===== src/rtl/pt_walker.sv =====
module pt_walker #(
  parameter int VPN_W = 8,
  parameter int OFF_W = 6,
  parameter int DIR_W = 4,
  parameter int PA_W  = 14,
  parameter int DW    = 32
) (
  input  logic             clk,
  input  logic             rst_n,
  input  logic             walk_valid,
  output logic             walk_ready,
  input  logic [VPN_W-1:0] walk_vpn,
  input  logic [2:0]       walk_acc,
  input  logic [PA_W-1:0]  dir_base,
  output logic             mem_req,
  output logic [PA_W-1:0]  mem_addr,
  input  logic             mem_gnt,
  input  logic             mem_rvalid,
  input  logic [DW-1:0]    mem_rdata,
  output logic             ins_valid,
  output logic [VPN_W-1:0] ins_vpn,
  output logic [PA_W-OFF_W-1:0] ins_pfn,
  output logic [2:0]       ins_prot,
  output logic             flt_valid,
  output logic [1:0]       flt_code
);
  localparam int PT_W  = VPN_W - DIR_W;
  localparam int PFN_W = PA_W - OFF_W;
  localparam int V_BIT = DW - 1;
  localparam int P_BIT = DW - 2;
  localparam int R_TOP = DW - 3;
  localparam logic [1:0] F_SEG  = 2'b01;
  localparam logic [1:0] F_PROT = 2'b10;
  localparam logic [1:0] F_PAGE = 2'b11;

  typedef enum logic [2:0] {IDLE, READ_PDE, WAIT_PDE, READ_PTE, WAIT_PTE, DONE, FAULT} st_t;

  st_t              st;
  logic [VPN_W-1:0] vpn_q;
  logic [2:0]       acc_q;
  logic [PFN_W-1:0] pfn_q;
  logic [2:0]       prot_q;
  logic [1:0]       code_q;

  logic [2:0]      rd_prot;
  logic            rd_deny;
  logic [PA_W-1:0] pde_addr, pte_addr;

  assign rd_prot  = mem_rdata[R_TOP -: 3];
  assign rd_deny  = |(acc_q & ~rd_prot);
  assign pde_addr = dir_base + PA_W'({vpn_q[VPN_W-1 -: DIR_W], 2'b00});
  assign pte_addr = {pfn_q, {OFF_W{1'b0}}} | PA_W'({vpn_q[PT_W-1:0], 2'b00});

  assign walk_ready = (st == IDLE);
  assign mem_req    = (st == READ_PDE) || (st == READ_PTE);
  assign mem_addr   = (st == READ_PTE) ? pte_addr : pde_addr;
  assign ins_valid  = (st == DONE);
  assign flt_valid  = (st == FAULT);
  assign ins_vpn    = vpn_q;
  assign ins_pfn    = pfn_q;
  assign ins_prot   = prot_q;
  assign flt_code   = code_q;

  always_ff @(posedge clk) begin
    if (!rst_n) begin
      st     <= IDLE;
      vpn_q  <= '0;
      acc_q  <= '0;
      pfn_q  <= '0;
      prot_q <= '0;
      code_q <= '0;
    end else begin
      case (st)
        IDLE: if (walk_valid) begin
          vpn_q <= walk_vpn;
          acc_q <= walk_acc;
          st    <= READ_PDE;
        end
        READ_PDE: if (mem_gnt) st <= WAIT_PDE;
        WAIT_PDE: if (mem_rvalid) begin
          if (!mem_rdata[V_BIT]) begin
            code_q <= F_SEG;
            st     <= FAULT;
          end else begin
            pfn_q <= mem_rdata[PFN_W-1:0];
            st    <= READ_PTE;
          end
        end
        READ_PTE: if (mem_gnt) st <= WAIT_PTE;
        WAIT_PTE: if (mem_rvalid) begin
          if (!mem_rdata[V_BIT]) begin
            code_q <= F_SEG;
            st     <= FAULT;
          end else if (rd_deny) begin
            code_q <= F_PROT;
            st     <= FAULT;
          end else if (!mem_rdata[P_BIT]) begin
            code_q <= F_PAGE;
            st     <= FAULT;
          end else begin
            pfn_q  <= mem_rdata[PFN_W-1:0];
            prot_q <= rd_prot;
            st     <= DONE;
          end
        end
        DONE:    st <= IDLE;
        FAULT:   st <= IDLE;
        default: st <= IDLE;
      endcase
    end
  end
endmodule


===== config.mk =====
export PLATFORM = sky130hd
export DESIGN_NAME = pt_walker
export DESIGN_NICKNAME = d
export VERILOG_FILES = /design/src/rtl/pt_walker.sv
export SDC_FILE = /design/constraint.sdc
export NUM_CORES = 1
export LEC_CHECK = 0
export ABC_AREA = 0
export CAP_MARGIN = 20
export CORE_MARGIN = 4
export CORE_UTILIZATION = 41
export CTS_CLUSTER_DIAMETER = 150
export CTS_CLUSTER_SIZE = 16
export DETAILED_ROUTE_END_ITERATION = 8
export GPL_ROUTABILITY_DRIVEN = 0
export PLACE_DENSITY_LB_ADDON = 0.1
export SLEW_MARGIN = 30
export SYNTH_ARGS = -nofsm -noshare
export SYNTH_HDL_FRONTEND = slang
export SYNTH_SLANG_ARGS = --single-unit

===== constraint.sdc =====
create_clock -name clk -period 4.01 [get_ports clk]
set_input_delay 0.401 -clock clk [delete_from_list [all_inputs] [get_ports clk]]
set_output_delay 0.401 -clock clk [all_outputs]
set_load 0.1 [all_outputs]

# Yosys cells after proc, flatten, opt, wreduce, memory -nomap -nowiden

Index checks and enable logic that the tools add are counted.

Register bits after elaboration: 27
Latch bits: 0
Memory bits (writable): 0
Memory bits (read-only): 0
Bits of input ports: 62
Word-level logic and storage cells: 62
Memories: 0

Add/subtract/negate cells: 1
Multiply operators: 0
Div/mod/pow operators: 0
$lt $le $gt $ge: 0
Equality and inequality tests: 17
Shifts and indexed selects: 0
Mux-type cells: 25
Bitwise logic cells: 4
Reductions and logical operators: 9

Operator list:

| cell                 | count |
|---|---|
| $mux W8              | 6 |
| $ne A2 B2 Y1 const B | 10 |
| $mux W2              | 9 |
| $mux W3              | 6 |
| $pmux W8 S2          | 1 |
| $pmux W3 S5          | 1 |
| $reduce_and A5 Y1    | 3 |
| $add A14 B6 Y14      | 1 |
| $mux W14             | 1 |
| $or A14 B6 Y14       | 1 |
| $eq A3 B3 Y1 const B | 3 |
| $reduce_and A7 Y1    | 1 |
| $eq A3 B2 Y1 const B | 2 |
| $ne A4 B4 Y1 const B | 1 |
| $pmux W2 S2          | 1 |
| $and A3 B3 Y3        | 1 |
| $eq A3 B1 Y1 const B | 1 |
| $logic_not A3 Y1     | 1 |
| $not A3 Y3           | 1 |
| $reduce_or A3 Y1     | 1 |
| $reduce_and A2 Y1    | 1 |
| $reduce_bool A2 Y1   | 1 |
| $logic_or A1 B1 Y1   | 1 |
| $not A1 Y1           | 1 |

# Logic depth before layout (Yosys ltp)

Depth after elaboration: 7
Depth in mapped cells: 7
Mapped depth without buffers: 7

# Worst setup path before layout

Ideal clock, no wire load.

Path kind: reg-to-output
Start: reg vpn_q[4], in the netlist ins_vpn[4]
End: out mem_addr[8]
Arrival: 4.343 ns
Setup slack: -0.734 ns
Cell stages (with the launch flop): 8
Cells stage by stage: dfxtp_1 ha_1 inv_1 fa_1 nand2b_1 a211oi_1 xnor2_1 o21ai_0

Cells in the longest elaborated chain, start to end: 2

Ends and longest elaborated chain:

| item                   | RTL line | text |
|---|---|---|
| from (decl)            | 39       | `logic [VPN_W-1:0] vpn_q;` |
| from (signal assigned) | 75       | `vpn_q <= walk_vpn;` |
| $add A14 B6 Y14        | 51       | `assign pde_addr = dir_base + PA_W'({vpn_q[VPN_W-1 -: DIR_W], 2'b00});` |
| $mux W14               | 56       | `assign mem_addr = (st == READ_PTE) ? pte_addr : pde_addr;` |
| to (decl)              | 16       | `output logic [PA_W-1:0] mem_addr,` |

Every way passes these cells.

# Worst setup path in the final report

Start: in dir_base[2]
End: out mem_addr[10]

Cells in the longest elaborated chain, start to end: 2

Ends and longest elaborated chain:

| item            | RTL line | text |
|---|---|---|
| from (decl)     | 14       | `input logic [PA_W-1:0] dir_base,` |
| $add A14 B6 Y14 | 51       |  |
| $mux W14        | 56       |  |

Every way passes these cells.

==> flow_summary.ini <==
[sta]
finClkSkew_ns = 0.0129
tightest_slew_ns = 0.988
finalSetupViolations = 0
finalHoldViolations = 0
drv_slew = 0
setup_tns_ns = 0
maxSlewHeadroom_pct = 34.0
rsz0062_at_grt = no
fmax_mhz = 328
fin_crit_sh_pct = 76.0
min_period_ns = 3.05

[worst_setup_path]
path_max_fanout = 3
crit_buf_inv = 3
worst_setup_path_end_kind = output port
crit_arrival_ns = 2.65
critPathLaunchType = primary input
path_cells = clkdlybuf4s50_1 -> ha_1 -> inv_1 -> fa_1 -> nand2b_1 -> a2111oi_2 -> xnor2_1 -> o21ai_2 -> buf_4
critical_path.max_stage_delay_ns = 0.47
critPathSlowestCell = clkdlybuf4s50_1
worstSetupPathType = primary input to output port
worstPathRequired_ns = 3.61
path_delay_family = buffers and inverters

[clock_tree]
cts_tree = done
cts-resized-gates = 0
postCtsSetupBuffers = 0
cts-root-buf = clkbuf_8
clk_pin_slew_ns = 0.10
cts_buffers = 3
clk_latency_ns = 0.28
htreeDepth = 1
holdBufCountCts = 0
cts_sinks = 27
cts_buffer_depth = 2

[placement]
dpl.hpwl_mm = 3.73
numPortBuffers = 81
dp_cells = 351

[floorplanning]
start_util_pct = 42.8
coreArea_sq_um = 4030
fp.dieW_um = 72.8
io_pins = 101
die-area_sq_um = 5310
die_y_um = 72.8
rows = 23

[synthesis]
synth_area_per_cell_sq_um = 7.40
synth_nets = 300
syn_area_sq_um = 1720
syn_inst = 233
yosysSeqAreaShare_pct = 31.3
synth_edf_count = 0
synth.distinct_cells = 47
ys.flop_type = dfxtp_1
yosys_register_bits = 27
async_reset_ff_share_pct = 0
yosysWarnings = 0

[global_route]
grtUsageTotal_pct = 18.3
gr-total-overflow = 0
grt_max_degree = 20
first_global_vias = 1757
antenna_found_initial = 0
grt_pass1_wl_mm = 7.77

[power]
power.density_nw_per_um2 = 343
peakVddDrop_mv = 0.211
power_leakage_nw = 0.951

[route]
wirelength_mm = 4.78
via_per_inst = 5.32
final_antenna_net_count = 0
wire_per_inst_um = 13.5
firstDrtPassIters = 4
num_vias = 1889
first_iter_violations = 64
drc = 0

[cells_and_area]
fin_nets = 373
antenna_cells = 0
fin_cells = 355
syn_to_final_growth_pct = 49.1
drive_gt1_share_pct = 8.85

[outcome]
status = finished clean

[hold_path]
min_path_type = flop to flop

[job]
cap_viol_max_count = 0
-- worst reg2reg max path, cell delays in order (launching register included) --
cell,delay [ns]
dfxtp_1,0.54
and2b_1,0.32
nand3_2,0.19
o21ai_4,0.36
mux2i_1,0.23
-- through the flow --
step           area (sq um)  hold WS, ns  setup WS [ns]  utilization (%)  power, mW
5_1_grt                2570        0.499          0.797             63.8      0.924
3_3_place_gp           2520        0.449          0.960             62.5      0.721
6_report               2570        0.468          0.963             63.8      0.881
4_1_cts                2570        0.467          0.954             63.8      0.888
2_1_floorplan          1740        0.437         0.0188                -      0.612
3_5_place_dp           2520        0.453          0.959             62.5      0.724
-- state kept, by name, summed over array words and instances, names as in the netlist --
register,cells
ins_pfn,8
ins_vpn,8
acc_q,3
ins_prot,3
st,3
flt_code,2
-- cell usage after synthesis (all sizes together), types with 3 or more instances --
cell | n | area [sq um]
clkbuf | 6 | 22.5
ha | 4 | 50.1
nand2b | 4 | 25.0
nand4 | 4 | 25.0
xnor2 | 3 | 26.3
buf | 8 | 45.0
nand2 | 59 | 221
and2 | 6 | 37.5
nand3 | 9 | 55.1
inv | 5 | 18.8
nor2b | 6 | 37.5
a21oi | 22 | 110
nor2 | 11 | 41.3
a211oi | 4 | 30.0
o21ai | 15 | 86.3
dfxtp | 27 | 541
mux2i | 11 | 110
-- layout make-up --
cell class	instances	area, sq um
fill	399	1460
multi-input combinational	186	1110
clock buffer	3	41.3
clock inverter	1	8.76
inverter	6	22.5
sequential	27	541
tap	50	62.6
timing repair buffer	82	788
-- layout by cell type, fill, tap and decap left out, types with 6 or more instances in the layout --
master,count
nor2b_1,6
nor2_1,11
nand3_1,7
clkdlybuf4s50_1,69
o21ai_0,11
nand2_1,59
buf_4,13
a21oi_1,21
mux2i_1,11
dfxtp_1,27
-- logic make-up after synthesis --
logic type	synth area share (%)
and+or+nand+nor	30.4
DFF	31.3
adders and majority gates	4.06
xor gates and xnor gates	2.03
muxes	7.04
AOI/OAI and AO/OA	19.9
buffers and inverters	5.22
-- metal layers --
metal  track usage [%]  wire length [um]  vias up
met5                 0                 0        -
met4              6.15                68        0
met3              3.03               299        7
met2              31.9              2290       58
met1              22.9              2120      873
li1                  -                 -      951
-- report_power, final --
group / switching, mW / internal, mW
combinational: 0.299 / 0.121
sequential: 0.0156 / 0.281
clock: 0.0915 / 0.0730
total: 0.406 / 0.475
-- worst paths after layout --
check / from / endpoint / slack (ns) / depth (start not counted)
worst min register to register: acc_q[0] / acc_q[0] / 0.47 / 2
worst max register to register: st[2] / ins_pfn[6] / 2.30 / 4
worst min-delay path: acc_q[0] / acc_q[0] / 0.47 / 2
worst max-delay path: dir_base[2] / mem_addr[10] / 0.96 / 9
No activity file was read; power rests on OpenSTA's default activity.
